`config.mk`:
```
export PLATFORM = sky130hd
export DESIGN_NAME = clkdiv_bank
export DESIGN_NICKNAME = d
export VERILOG_FILES = /design/src/rtl/clkdiv_bank_pkg.sv /design/src/rtl/clkdiv_bank_presc.sv /design/src/rtl/clkdiv_bank_outdiv.sv /design/src/rtl/clkdiv_bank_ctrl.sv /design/src/rtl/clkdiv_bank_dp.sv /design/src/rtl/clkdiv_bank.sv
export SDC_FILE = /design/constraint.sdc
export NUM_CORES = 1
export LEC_CHECK = 0
export ABC_AREA = 1
export ABC_CLOCK_PERIOD_IN_PS = 2300
export BUFFER_PORTS_ARGS = -buffer_cell sky130_fd_sc_hd__buf_2
export CAP_MARGIN = 5
export CORE_ASPECT_RATIO = 1.25
export CORE_UTILIZATION = 45
export CTS_BUF_LIST = sky130_fd_sc_hd__clkbuf_2 sky130_fd_sc_hd__clkbuf_4 sky130_fd_sc_hd__clkbuf_8
export DETAILED_ROUTE_END_ITERATION = 8
export SYNTH_ARGS = -nofsm -noshare
export SYNTH_HDL_FRONTEND = slang
export SYNTH_HIERARCHICAL = 1
export SYNTH_SLANG_ARGS = --single-unit
```
`constraint.sdc`:
```
create_clock -name clk -period 2.3 [get_ports clk]
set_clock_uncertainty 0.15 [all_clocks]
set_input_delay 0.115 -clock clk [delete_from_list [all_inputs] [get_ports clk]]
set_output_delay 0.115 -clock clk [all_outputs]
set_load 0.02 [all_outputs]
```
`src/rtl/clkdiv_bank_pkg.sv`:
```
package clkdiv_bank_pkg;
  localparam int unsigned NUM_GRP = 2;

  // Strobes from control to datapath, one set per group
  typedef struct packed {
    logic holdDiv;  // keep group dividers at start point, outputs off
    logic loadCfg;  // capture ratio inputs into shadow registers
  } grpStrobe_t;

  // Output index bit 1 picks the group: 0,1,4,5 -> 0 and 2,3,6,7 -> 1
  function automatic int unsigned grpOf(input int unsigned idx);
    return (idx >> 1) & 1;
  endfunction
endpackage

```
`src/rtl/clkdiv_bank_presc.sv`:
```
module clkdiv_bank_presc #(
  parameter int unsigned PRE_W   = 4,
  parameter int unsigned PRE_MIN = 2,
  parameter int unsigned PRE_MAX = 8
) (
  input  logic             clk,
  input  logic             rstN,
  input  logic             loadCfg,
  input  logic [PRE_W-1:0] ratioIn,
  output logic             tick
);
  logic [PRE_W-1:0] shadowR;
  logic [PRE_W-1:0] curR;
  logic [PRE_W-1:0] cnt;

  function automatic logic [PRE_W-1:0] clampR(input logic [PRE_W-1:0] r);
    if (r < PRE_W'(PRE_MIN)) return PRE_W'(PRE_MIN);
    if (r > PRE_W'(PRE_MAX)) return PRE_W'(PRE_MAX);
    return r;
  endfunction

  assign tick = (cnt == curR - PRE_W'(1));

  always_ff @(posedge clk or negedge rstN) begin
    if (!rstN) begin
      shadowR <= PRE_W'(PRE_MIN);
      curR    <= PRE_W'(PRE_MIN);
      cnt     <= '0;
    end else begin
      if (loadCfg) shadowR <= clampR(ratioIn);
      if (tick) begin
        cnt  <= '0;
        curR <= shadowR;  // new ratio only at a period boundary
      end else begin
        cnt <= cnt + PRE_W'(1);
      end
    end
  end
endmodule

```
`src/rtl/clkdiv_bank_outdiv.sv`:
```
module clkdiv_bank_outdiv #(
  parameter int unsigned DIV_W = 8
) (
  input  logic             clk,
  input  logic             rstN,
  input  logic             tick,
  input  logic             holdDiv,
  input  logic             loadCfg,
  input  logic [DIV_W-1:0] ratioIn,
  output logic             divOut
);
  logic [DIV_W-1:0] shadowN;
  logic [DIV_W-1:0] cnt;
  logic [DIV_W-1:0] halfN;
  logic             isBypass;

  assign halfN    = shadowN >> 1;
  assign isBypass = (shadowN == DIV_W'(1));

  always_ff @(posedge clk or negedge rstN) begin
    if (!rstN) begin
      shadowN <= DIV_W'(1);
      cnt     <= '0;
    end else begin
      if (loadCfg) shadowN <= (ratioIn == '0) ? DIV_W'(1) : ratioIn;
      if (holdDiv)
        cnt <= '0;
      else if (tick)
        cnt <= (cnt == shadowN - DIV_W'(1)) ? '0 : cnt + DIV_W'(1);
    end
  end

  always_comb begin
    if (holdDiv)       divOut = 1'b0;
    else if (isBypass) divOut = tick;
    else               divOut = (cnt >= halfN);
  end
endmodule

```
`src/rtl/clkdiv_bank_ctrl.sv`:
```
module clkdiv_bank_ctrl
  import clkdiv_bank_pkg::*;
#(
  parameter int unsigned WAIT_TICKS = 10
) (
  input  logic                           clk,
  input  logic                           rstN,
  input  logic                           syncN,
  input  logic [NUM_GRP-1:0]             grpTick,
  output logic                           syncSafe,
  output grpStrobe_t [NUM_GRP-1:0]       strobe
);
  localparam int unsigned WAIT_W = $clog2(WAIT_TICKS + 1);

  logic syncMeta;

  always_ff @(posedge clk or negedge rstN) begin
    if (!rstN) begin
      syncMeta <= 1'b0;
      syncSafe <= 1'b0;
    end else begin
      syncMeta <= syncN;
      syncSafe <= syncMeta;
    end
  end

  for (genvar g = 0; g < NUM_GRP; g++) begin : gGrp
    logic [WAIT_W-1:0] waitCnt;
    logic              grpEn;

    always_ff @(posedge clk or negedge rstN) begin
      if (!rstN) begin
        waitCnt <= '0;
        grpEn   <= 1'b0;
      end else if (!syncSafe) begin
        waitCnt <= '0;
        grpEn   <= 1'b0;
      end else if (!grpEn && grpTick[g]) begin
        if (waitCnt == WAIT_W'(WAIT_TICKS - 1)) grpEn <= 1'b1;
        else                                     waitCnt <= waitCnt + WAIT_W'(1);
      end
    end

    assign strobe[g].holdDiv = ~grpEn;
    assign strobe[g].loadCfg = ~syncSafe;
  end
endmodule

```
`src/rtl/clkdiv_bank_dp.sv`:
```
module clkdiv_bank_dp
  import clkdiv_bank_pkg::*;
#(
  parameter int unsigned NUM_OUT = 8,
  parameter int unsigned DIV_W   = 8,
  parameter int unsigned PRE_W   = 4,
  parameter int unsigned PRE_MIN = 2,
  parameter int unsigned PRE_MAX = 8
) (
  input  logic                     clk,
  input  logic                     rstN,
  input  grpStrobe_t [NUM_GRP-1:0] strobe,
  input  logic [PRE_W-1:0]         preRatioA,
  input  logic [PRE_W-1:0]         preRatioB,
  input  logic [NUM_OUT*DIV_W-1:0] divRatio,
  output logic [NUM_GRP-1:0]       grpTick,
  output logic [NUM_OUT-1:0]       clkOut,
  output logic [NUM_OUT-1:0]       outEn
);
  for (genvar g = 0; g < NUM_GRP; g++) begin : gPre
    clkdiv_bank_presc #(
      .PRE_W(PRE_W), .PRE_MIN(PRE_MIN), .PRE_MAX(PRE_MAX)
    ) presc_i (
      .clk    (clk),
      .rstN   (rstN),
      .loadCfg(strobe[g].loadCfg),
      .ratioIn((g == 0) ? preRatioA : preRatioB),
      .tick   (grpTick[g])
    );
  end

  for (genvar i = 0; i < NUM_OUT; i++) begin : gOut
    localparam int unsigned G = grpOf(i);

    clkdiv_bank_outdiv #(.DIV_W(DIV_W)) div_i (
      .clk    (clk),
      .rstN   (rstN),
      .tick   (grpTick[G]),
      .holdDiv(strobe[G].holdDiv),
      .loadCfg(strobe[G].loadCfg),
      .ratioIn(divRatio[i*DIV_W +: DIV_W]),
      .divOut (clkOut[i])
    );

    assign outEn[i] = ~strobe[G].holdDiv;
  end
endmodule

```
`src/rtl/clkdiv_bank.sv`:
```
module clkdiv_bank
  import clkdiv_bank_pkg::*;
#(
  parameter int unsigned NUM_OUT    = 8,
  parameter int unsigned DIV_W      = 8,
  parameter int unsigned PRE_W      = 4,
  parameter int unsigned PRE_MIN    = 2,
  parameter int unsigned PRE_MAX    = 8,
  parameter int unsigned WAIT_TICKS = 10
) (
  input  logic                     clk,
  input  logic                     rstN,
  input  logic                     syncN,
  input  logic [PRE_W-1:0]         preRatioA,
  input  logic [PRE_W-1:0]         preRatioB,
  input  logic [NUM_OUT*DIV_W-1:0] divRatio,
  output logic [NUM_OUT-1:0]       clkOut,
  output logic [NUM_OUT-1:0]       outEn
);
  logic                     syncSafe;
  logic [NUM_GRP-1:0]       grpTick;
  grpStrobe_t [NUM_GRP-1:0] strobe;

  clkdiv_bank_ctrl #(.WAIT_TICKS(WAIT_TICKS)) ctrl_i (
    .clk     (clk),
    .rstN    (rstN),
    .syncN   (syncN),
    .grpTick (grpTick),
    .syncSafe(syncSafe),
    .strobe  (strobe)
  );

  clkdiv_bank_dp #(
    .NUM_OUT(NUM_OUT), .DIV_W(DIV_W), .PRE_W(PRE_W),
    .PRE_MIN(PRE_MIN), .PRE_MAX(PRE_MAX)
  ) dp_i (
    .clk      (clk),
    .rstN     (rstN),
    .strobe   (strobe),
    .preRatioA(preRatioA),
    .preRatioB(preRatioB),
    .divRatio (divRatio),
    .grpTick  (grpTick),
    .clkOut   (clkOut),
    .outEn    (outEn)
  );
endmodule

```
Yosys cells after proc, flatten, opt, wreduce, memory -nomap -nowiden
Cells that the tools add are included.
Storage, ports and cells
  register bits after elaboration: 164
  word-level logic and storage cells: 186
  input port bits: 75
  output and inout port bits: 16
Cells by class
  add/subtract/negate cells: 22
  magnitude comparators: 12
  equality and inequality tests: 28
  mux-type cells: 80
  reductions and logical operators: 16
Operator list (number)
  $mux W8: 32
  $add A8 B1 Y8 const B: 8
  $eq A8 B1 Y1 const B: 8
  $eq A8 B8 Y1: 8
  $ge A8 B7 Y1: 8
  $logic_not A8 Y1: 8
  $mux W4: 16
  $sub A8 B1 Y8 const B: 8
  $mux W1: 32
  $add A4 B1 Y4 const B: 4
  $ne A2 B2 Y1 const B: 6
  $eq A4 B4 Y1: 2
  $eq A4 B4 Y1 const B: 2
  $gt A4 B4 Y1 const B: 2
  $lt A4 B2 Y1 const B: 2
  $reduce_and A2 Y1: 4
  $sub A4 B1 Y4 const B: 2
  $ne A2 B1 Y1 const B: 2
  $logic_and A1 B1 Y1: 2
  $logic_not A1 Y1: 2

Logic depth before layout (Yosys ltp)
Gate-level depths: netlist (run 1).
  depth in word-level cells: 7
  gate-level depth with buffers: 16
  gate-level depth less buffers: 15

By module
The synthesis (run 1) kept the hierarchy.
Modules (own cells, without submodules)
  clkdiv_bank_outdiv: area an instance 1323.8 sq um, instances 8, seq. area each 401.6 sq um, cells an instance 191
  clkdiv_bank_presc: area an instance 625.6 sq um, instances 2, seq. area each 302.8 sq um, cells an instance 76
  clkdiv_bank_ctrl: area an instance 624.3 sq um, instances 1, seq. area each 300.3 sq um, cells an instance 74
  clkdiv_bank_dp: area an instance 52.6 sq um, instances 1, seq. area each 0.0 sq um, cells an instance 8

Worst setup path before layout (run 1)
OpenSTA, ideal clock, no wires.
  path kind: register to register
  from: register dp_i.gPre[0].presc_i.curR[1]
  to: register dp_i.gOut[0].div_i.cnt[4]
  period minus slack after synthesis: 2.421 ns
  arrival time: 2.206 ns
  data required time: 2.085 ns
  slack: -0.121 ns
  path buffers: 1
  library setup time: 0.065 ns
  cell stages (with the launch flop): 16
  cells stage by stage: dfstp_2 inv_1 ha_1 nand2_1 inv_1 nor2_1 nand2_1 nor2_4 nand2_4 inv_4 nor2_2 or2_1 clkbuf_1 nor3b_1 nand2_1 nand2_1
On the way
  word-level cells in the longest chain between the ends: 3
RTL lines
  start, declared: line clkdiv_bank_presc.sv:13  | logic [PRE_W-1:0] curR;
  start signal, assigned: line clkdiv_bank_presc.sv:27  | curR <= PRE_W'(PRE_MIN);
  start signal, assigned: line clkdiv_bank_presc.sv:33  | curR <= shadowR;
  $sub A4 B1 Y4: line clkdiv_bank_presc.sv:22  | assign tick = (cnt == curR - PRE_W'(1));
  $eq A4 B4 Y1: line clkdiv_bank_presc.sv:22
  named net grpTick[0]: line clkdiv_bank.sv:21  | logic [NUM_GRP-1:0] grpTick;
  $ne A2 B1 Y1 (no source line)
  end signal, assigned: line clkdiv_bank_outdiv.sv:29  | cnt <= (cnt == shadowN - DIV_W'(1)) ? '0 : cnt + DIV_W'(1);
  end, declared: line clkdiv_bank_outdiv.sv:13  | logic [DIV_W-1:0] cnt;
The timed path passes the listed nets, and every way through them passes these cells.
A chain may end at the register's enable or synchronous reset.

Worst setup path after layout (run 1)
  from: register dp_i.gPre[1].presc_i.curR[1]
  to: output clkOut[7]
On the way
  word-level cells in the longest chain between the ends: 4
RTL lines
  start, declared: line clkdiv_bank_presc.sv:13
  start signal, assigned: line clkdiv_bank_presc.sv:27
  start signal, assigned: line clkdiv_bank_presc.sv:33
  $sub A4 B1 Y4: line clkdiv_bank_presc.sv:22
  $eq A4 B4 Y1: line clkdiv_bank_presc.sv:22
  named net grpTick[1]: line clkdiv_bank.sv:21
  $mux W1: line clkdiv_bank_outdiv.sv:35  | else if (isBypass) divOut = tick;
  $mux W1: line clkdiv_bank_outdiv.sv:34  | if (holdDiv) divOut = 1'b0;
  end, declared: line clkdiv_bank.sv:17  | output logic [NUM_OUT-1:0] clkOut,
The timed path passes the listed nets, and every way through them passes these cells.

==> results of run 1 <==
[sequential cells by signal, summed over array words and instances, names as in the netlist]
name	flops
ctrl_i/syncSafe	1
ctrl_i/gGrp.waitCnt	8
ctrl_i/gGrp.grpEn	2
dp_i/gPre.presc_i/cnt	8
dp_i/gPre.presc_i/curR	8
ctrl_i/syncMeta	1
dp_i/gOut.div_i/shadowN	64
dp_i/gPre.presc_i/shadowR	8
dp_i/gOut.div_i/cnt	64
[cells by family (layout without fill, tap and decap cells)]
kind of cell	Yosys count	in the layout
AOI/OAI and AO/OA	135	135
buffers and inverters	243	478
xor gates and xnor gates	75	75
DFF	164	164
and+or+nand+nor	1057	1057
adders and majority gates	88	88
[final timing paths]
check	slack, ns	start	to
setup / recovery	-0.19	dp_i/gPre[1].presc_i/curR[1]	clkOut[7]
hold / removal	0.06	rstN	dp_i/gOut[3].div_i/shadowN[0]
setup reg to reg	-0.12	dp_i/gPre[1].presc_i/curR[1]	dp_i/gOut[6].div_i/cnt[4]
hold reg to reg	0.22	ctrl_i/syncMeta	ctrl_i/syncSafe
max in group asynchronous	0.45	rstN	dp_i/gOut[7].div_i/shadowN[3]
min in group clk	0.14	syncN	ctrl_i/syncMeta
[synthesized netlist by cell type, types with 3 or more instances]
library cell / number
inv_1: 176
ha_1: 88
nor3b_1: 8
dfrtp_1: 152
xor2_1: 31
clkbuf_1: 16
o21ai_0: 72
xor2_2: 16
buf_4: 8
a311oi_1: 8
or2_1: 8
nand4_4: 8
nor2_1: 190
dfstp_2: 12
nand2_2: 26
nand2_1: 565
xnor2_1: 28
nor3_1: 8
nand4_1: 49
o21a_1: 8
a21oi_1: 45
nand2_4: 3
nand3_1: 94
nor2_2: 76
buf_2: 8
inv_2: 33
nor2_4: 18
[what timing repair did]
item                       CTS  global route
hold buffers                82             0
setup endpoints to repair   21            80
setup buffers                8            12
gates resized for setup     42            91
hold endpoints to repair   231             0
pin swaps                   40            38
[cell type report]
type | count | share of cell area [%]
Multi-Input combinational cell | 1355 | 50.4
Sequential cell | 164 | 26.7
Timing Repair Buffer | 235 | 12.1
Inverter | 211 | 5.27
Tap cell | 345 | 2.79
Clock buffer | 18 | 1.56
Clock inverter | 14 | 1.13
[routing by layer]
metal	GRT usage, %	up-vias	part of all wire [%]
met5	0	-	0
met4	7.46	0	2.2
met3	2.95	53	2.1
met2	42.8	147	53
met1	24.9	5405	42
li1	-	5978	-
[where the power goes]
part	switching (mW)	internal, mW
Combinational	1.83	1.48
Clock	1.19	1.10
Sequential	0.357	3.19
[per-stage QoR]
| step | hold slack, ns | instance area, sq um | power [mW] |
|---|---|---|---|
| 4_1_cts | 0.0255 | 15200 | 8.98 |
| 5_1_grt | 0.0462 | 15500 | 9.82 |
| 2_1_floorplan | -0.331 | 12700 | 5.51 |
| 3_5_place_dp | -0.146 | 13700 | 6.28 |
| 3_3_place_gp | -0.146 | 13700 | 6.22 |
| 6_report | 0.0602 | 15500 | 9.15 |
==> results.json, run 1 <==
{
  "finalHoldViolations": 0,
  "layout_common_cells": "nand2_1 (548), inv_1 (171), nor2_1 (147), dfrtp_1 (138), nor2_2 (109)",
  "postRouteAntennaNets": 0,
  "crit_slowest_cell": "dfstp_2",
  "critical_path_required_ns": 2.04,
  "min_path_type": "in2async",
  "h-tree-depth": 4,
  "post-route-period-util_pct": 108,
  "path_delay_family": "flip-flops",
  "synth.avg_cell_area_sq_um": 7.10,
  "synth.top_cell.area_share_pct": 30.4,
  "grt_pass1_vias": 11500,
  "clk_path_buf_depth": 2,
  "syn_nets": 1925,
  "crit_chain": "inv_2 -> ha_4 -> nand2_2 -> inv_2 -> nor2_1 -> nand2_1 -> nor2_4 -> nand2_4 -> inv_8 -> buf_6 -> nand2_2 -> a21oi_2 -> buf_6",
  "nFillCells": 2589,
  "gp_congestion": 0.850,
  "synth_fa_ha_area_share_pct": 8.80,
  "yosys.area_share.simple_pct": 38.6,
  "seqCellArea_sq_mm": 0.00414,
  "min_period_ns": 2.49,
  "synthTopCellsByArea": "dfrtp_1 (30%), nand2_1 (17%), ha_1 (8.8%)",
  "failed_checks": "setup timing",
  "final_common_cell": "nand2_1",
  "ios": 91,
  "slew_violations": 0,
  "port_buffers": 90,
  "drt_iter0_drc": 403,
  "relSlewSlack_pct": 28.3,
  "rows": 67,
  "diodes": 0,
  "power.density_mw_per_mm2": 591,
  "synth_mux_area_share_pct": 0,
  "crit_type": "reg2out",
  "drtPass1Iterations": 5,
  "synth.yosys.seq_area_share_pct": 32.9,
  "synthXorXnorAreaFrac_pct": 6.21,
  "synth_top_family_by_area": "simple AND/OR/NAND/NOR gates",
  "utilization_pct": 57.1,
  "numCtsBuffers": 17,
  "async_reset_ff_share_pct": 100,
  "end_kind": "output port",
  "wl_per_cell_um": 12.9,
  "place_inst": 2210,
  "rsz0062_at_grt": "true",
  "worstMarginPinSlew_ns": 1.07,
  "ys_types": 31,
  "clock_latency_ns": 0.47,
  "antenna_found_initial": 0,
  "setup_slack_ns": -0.194,
  "vias_per_cell": 4.95,
  "die_h_um": 188,
  "synth_area_leader_cell": "dfrtp_1",
  "track_usage_pct": 22.5,
  "drc": 0,
  "start_util_pct": 46.2,
  "cp.depth": 13,
  "grt_first_pass_wirelength_um": 51800,
  "drive_gt1_share_pct": 24.5,
  "cts_sinks": 164,
  "pre_cts_ws_ns": -0.0292,
  "crit_arrival_ns": 2.23,
  "r2r_cells": 16,
  "setup_tns_ns": -1.82,
  "multiInputGateArea_sq_mm": 0.00779,
  "synth-main-ff-cell": "dfrtp_1",
  "max-vdd-ir-drop_uv": 372,
  "netlist_area_sq_mm": 0.0125,
  "wirelength_um": 30200,
  "ys_warn_count": 6,
  "cts_tree": "yes",
  "status": "finished, violations left",
  "worstPathMaxFanout": 4,
  "path_buf_inv": 5,
  "synth_compound_area_share_pct": 5.86,
  "drv_cap": 0,
  "layout.cells.non_filler": 2342,
  "synthCells": 1762,
  "place_hpwl_um": 22000,
  "ys_seq_elements": 164,
  "cp-start-kind": "flip-flop",
  "slowest_delay_ns": 0.54,
  "nNetsFinal": 2147,
  "vias": 11600,
  "grt_max_degree": 68,
  "area_growth_pct": 23.5,
  "finalSetupViolCount": 26,
  "dieArea_sq_mm": 0.0285,
  "fp.dieW_um": 151,
  "synth-edff-count": 0,
  "root_buffer": "clkbuf_8",
  "power_leakage_nw": 7.68,
  "fmax_mhz": 401,
  "core-area_sq_mm": 0.0271,
  "overflow": 0,
  "clk_pin_slew_ns": 0.10
}
(Power assumes the default switching activity.)
==> inputs of run 2 (changes only) <==
ABC_CLOCK_PERIOD_IN_PS = 2200   (was 2300)
clock period = 2.2 ns   (was 2.3 ns; I/O delays follow)
==> results.json, run 2 (same netlist as run 1, synthesis figures left out) <==
{
  "grt_pass1_vias": 11600,
  "gp_congestion": 0.859,
  "max-vdd-ir-drop_uv": 378,
  "failed_checks": "setup timing",
  "critical_path_required_ns": 1.94,
  "numCtsBuffers": 17,
  "path_delay_family": "flip-flops",
  "place_hpwl_um": 22400,
  "layout_common_cells": "nand2_1 (550), inv_1 (172), dfrtp_1 (150), nor2_1 (148), nor2_2 (103)",
  "clk_path_buf_depth": 2,
  "drv_cap": 0,
  "crit_slowest_cell": "dfstp_2",
  "worstPathMaxFanout": 6,
  "drtPass1Iterations": 5,
  "die_h_um": 188,
  "overflow": 0,
  "antenna_found_initial": 0,
  "place_inst": 2239,
  "fmax_mhz": 390,
  "final_common_cell": "nand2_1",
  "multiInputGateArea_sq_mm": 0.00785,
  "utilization_pct": 58.5,
  "nFillCells": 2569,
  "largest_registers": "dp_i/gOut.div_i/cnt (64), dp_i/gOut.div_i/shadowN (64)",
  "grt_first_pass_wirelength_um": 52200,
  "end_kind": "output port",
  "min_period_ns": 2.57,
  "finalHoldViolations": 0,
  "vias": 11700,
  "reg2reg_setup_slack_ns": -0.26,
  "drc": 0,
  "wl_per_cell_um": 12.9,
  "r2r-end": "dp_i/gOut[3].div_i/cnt[4]",
  "clock_latency_ns": 0.47,
  "crit_type": "reg2out",
  "crit_arrival_ns": 2.31,
  "core-area_sq_mm": 0.0271,
  "crit_path_start": "dp_i/gPre[1].presc_i/curR[1]",
  "cp.depth": 12,
  "track_usage_pct": 22.6,
  "worstMarginPinSlew_ns": 0.345,
  "clk_pin_slew_ns": 0.09,
  "wirelength_um": 30600,
  "root_buffer": "clkbuf_8",
  "ios": 91,
  "nNetsFinal": 2179,
  "vias_per_cell": 4.92,
  "area_growth_pct": 26.6,
  "slew_violations": 0,
  "finalSetupViolCount": 77,
  "slowest_delay_ns": 0.55,
  "drt_iter0_drc": 406,
  "dieArea_sq_mm": 0.0285,
  "seqCellArea_sq_mm": 0.00412,
  "min_path_type": "in2async",
  "cts_tree": "yes",
  "postRouteAntennaNets": 0,
  "relSlewSlack_pct": 76.7,
  "r2r-start": "dp_i/gPre[1].presc_i/curR[1]",
  "rsz0062_at_grt": "true",
  "h-tree-depth": 4,
  "power.density_mw_per_mm2": 638,
  "start_util_pct": 46.2,
  "rows": 67,
  "port_buffers": 90,
  "crit_end": "clkOut[6]",
  "setup_slack_ns": -0.366,
  "post-route-period-util_pct": 117,
  "cp-start-kind": "flip-flop",
  "pre_cts_ws_ns": -0.102,
  "grt_max_degree": 59,
  "drive_gt1_share_pct": 25.4,
  "diodes": 0,
  "r2r_cells": 16,
  "layout.cells.non_filler": 2374,
  "cts_sinks": 164,
  "fp.dieW_um": 151,
  "final_area_sq_mm": 0.0159,
  "p_total_mw": 10.1,
  "path_buf_inv": 4,
  "placed_cell_area_sq_mm": 0.0140,
  "power_leakage_nw": 7.94,
  "status": "finished, violations left",
  "crit_chain": "inv_2 -> ha_4 -> nor2_1 -> nor2_1 -> nand2_1 -> nor2_4 -> nand2_4 -> inv_8 -> buf_6 -> nand2_2 -> a21oi_4 -> buf_6"
}
-- run 2: cell type report --
type,instances,area share (%)
clock buffer,18,1.56
clock inverter,14,1.33
inverter,211,5.15
multi-input combinational,1355,49.5
sequential,164,26.0
tap,345,2.72
timing repair buffer,267,13.7
-- run 2: through the flow --
stage,setup TNS (ns),hold WS (ns)
floorplan,-2.47,-0.336
global placement,-0.702,-0.0885
detailed placement,-1.80,-0.0828
CTS,-10.65,0.0626
global route,-22.03,0.0855
finish,-10.13,0.103
-- run 2: repair_timing --
item / 4_1_cts / 5_1_grt
cloned: 0 / 0
endpoints found under the hold margin: 230 / 0
gates resized for setup: 71 / 66
endpoints found under the setup margin: 80 / 84
setup buffers: 17 / 15
hold buffers: 77 / 0
pin swaps: 37 / 20
-- run 2: power by group --
part	leakage (nW)	switching (mW)	internal (mW)
Sequential	2.10	0.351	3.34
Combinational	5.61	2.00	1.83
Clock	0.230	1.30	1.31
Total	7.94	3.64	6.48
-- run 2: worst min path at each step --
| stage | from | endpoint | cells past startpoint | slack [ns] |
|---|---|---|---|---|
| after global placement | rstN | dp_i/gOut[7].div_i/shadowN[5] | 1 | -0.09 |
| after global routing | rstN | dp_i/gOut[7].div_i/shadowN[0] | 2 | 0.09 |
| final | rstN | dp_i/gOut[7].div_i/shadowN[0] | 2 | 0.10 |
| after CTS | rstN | dp_i/gOut[7].div_i/shadowN[0] | 2 | 0.06 |
| after detailed placement | rstN | dp_i/gOut[7].div_i/shadowN[5] | 1 | -0.08 |
| after floorplan | rstN | ctrl_i/gGrp[0].grpEn | 0 | -0.34 |
-- run 2: per-layer routing --
| layer | wire length [um] | global-route usage (%) | up-vias |
|---|---|---|---|
| met2 | 16300 | 42.6 | 159 |
| li1 | - | - | 6046 |
| met1 | 13100 | 25.8 | 5419 |
| met3 | 592 | 2.81 | 45 |
| met5 | 0 | 0 | - |
| met4 | 637 | 7.50 | 0 |
==> inputs of run 3 (changes only) <==
MAX_ROUTING_LAYER = met4   (was default)
==> results.json, run 3 (same netlist as run 1, synthesis figures left out) <==
{
  "port_buffers": 90,
  "nNetsFinal": 2179,
  "slew_violations": 0,
  "failed_checks": "setup timing",
  "met3_length_um": 707,
  "largest_registers": "dp_i/gOut.div_i/cnt (64), dp_i/gOut.div_i/shadowN (64)",
  "clk_path_buf_depth": 2,
  "min_period_ns": 2.57,
  "power.density_mw_per_mm2": 639,
  "utilization_pct": 58.5,
  "fmax_mhz": 389,
  "overflow": 0,
  "track_usage_pct": 23.3,
  "worstMarginPinSlew_ns": 0.344,
  "drv_cap": 0,
  "vias": 11700,
  "grt_pass1_vias": 11600,
  "root_buffer": "clkbuf_8",
  "place_hpwl_um": 22400,
  "max-vdd-ir-drop_uv": 378,
  "area_growth_pct": 26.6,
  "wirelength_um": 30600,
  "pre_cts_ws_ns": -0.102,
  "relSlewSlack_pct": 76.8,
  "routed.top_layer": "met4",
  "met1Wirelength_um": 13000,
  "critical_path_required_ns": 1.94,
  "end_kind": "output port",
  "drc": 0,
  "cts_tree": "yes",
  "h-tree-depth": 4,
  "vias_per_cell": 4.92,
  "final_area_sq_mm": 0.0159,
  "die_h_um": 188,
  "power_leakage_nw": 7.94,
  "worstPathMaxFanout": 6,
  "numCtsBuffers": 17,
  "grt_max_degree": 59,
  "met2_length_um": 16300,
  "clock_latency_ns": 0.48,
  "finalHoldViolations": 0,
  "drive_gt1_share_pct": 25.4,
  "crit_slowest_cell": "dfstp_2",
  "crit_type": "reg2out",
  "setup_slack_ns": -0.370,
  "p_total_mw": 10.1,
  "ios": 91,
  "crit_chain": "inv_2 -> ha_4 -> nor2_1 -> nor2_1 -> nand2_1 -> nor2_4 -> nand2_4 -> inv_8 -> buf_6 -> nand2_2 -> a21oi_4 -> buf_6",
  "crit_arrival_ns": 2.31,
  "cts_sinks": 164,
  "finalSetupViolCount": 77,
  "grt_first_pass_wirelength_um": 52200,
  "antenna_found_initial": 0,
  "diodes": 0,
  "layout_common_cells": "nand2_1 (550), inv_1 (172), dfrtp_1 (150), nor2_1 (148), nor2_2 (103)",
  "clk_pin_slew_ns": 0.09,
  "slowest_delay_ns": 0.55,
  "dieArea_sq_mm": 0.0285,
  "whs_ns": 0.0993,
  "cp-start-kind": "flip-flop",
  "final_common_cell": "nand2_1",
  "placed_cell_area_sq_mm": 0.0140,
  "rsz0062_at_grt": "true",
  "min_path_type": "in2async",
  "setup_tns_ns": -10.21,
  "drtPass1Iterations": 6,
  "status": "finished, violations left",
  "post-route-period-util_pct": 117,
  "gp_congestion": 0.873,
  "drt_iter0_drc": 391,
  "postRouteAntennaNets": 0,
  "start_util_pct": 46.2,
  "layout.cells.non_filler": 2374,
  "place_inst": 2239,
  "fp.dieW_um": 151,
  "wl_per_cell_um": 12.9,
  "core-area_sq_mm": 0.0271,
  "rows": 67
}
## run 3: cell type report
type                    instances  area (sq um)
clock buffers                  18           248
clock inverters                14           211
fillers                      2569         11200
inverters                     211           817
multi-input cells            1355          7850
flip-flops and latches        164          4120
well taps                     345           432
repair buffers                267          2170
## run 3: where the power goes
part,switching [mW],total [mW],internal (mW)
Sequential,0.351,3.69,3.34
Combinational,2.00,3.83,1.83
Clock,1.30,2.61,1.31
## run 3: path summary, 6_finish.rpt
kind	from	to	slack, ns	cells past startpoint
min	rstN	dp_i/gOut[7].div_i/shadowN[0]	0.1	2
max reg2reg	dp_i/gPre[1].presc_i/curR[1]	dp_i/gOut[3].div_i/cnt[4]	-0.26	16
min reg2reg	ctrl_i/syncMeta	ctrl_i/syncSafe	0.22	0
max in group asynchronous	rstN	dp_i/gPre[1].presc_i/curR[1]	1.42	3
max	dp_i/gPre[1].presc_i/curR[1]	clkOut[6]	-0.37	12
min in group clk	syncN	ctrl_i/syncMeta	0.12	2
## run 3: per-layer routing
metal | up-vias | global-route usage [%]
met5 | - | -
met4 | 0 | 7.38
met3 | 46 | 2.88
met2 | 163 | 42.6
met1 | 5430 | 25.8
li1 | 6044 | -
## run 3: what timing repair did
| action | CTS | global route |
|---|---|---|
| setup buffers | 17 | 15 |
| hold buffers | 77 | 0 |
| cloned | 0 | 0 |
| endpoints found under the setup margin | 80 | 84 |
| gates resized for setup | 71 | 66 |
| pin swaps | 37 | 20 |
| endpoints found under the hold margin | 230 | 0 |
## run 3: worst max-delay path: cells and delay by family, from the launching register on
kind	cells	cell delay, ns
DFF	1	0.55
and+or+nand+nor	6	0.47
buffers and inverters	4	0.39
adders and majority gates	1	0.26
AOI/OAI and AO/OA	1	0.17
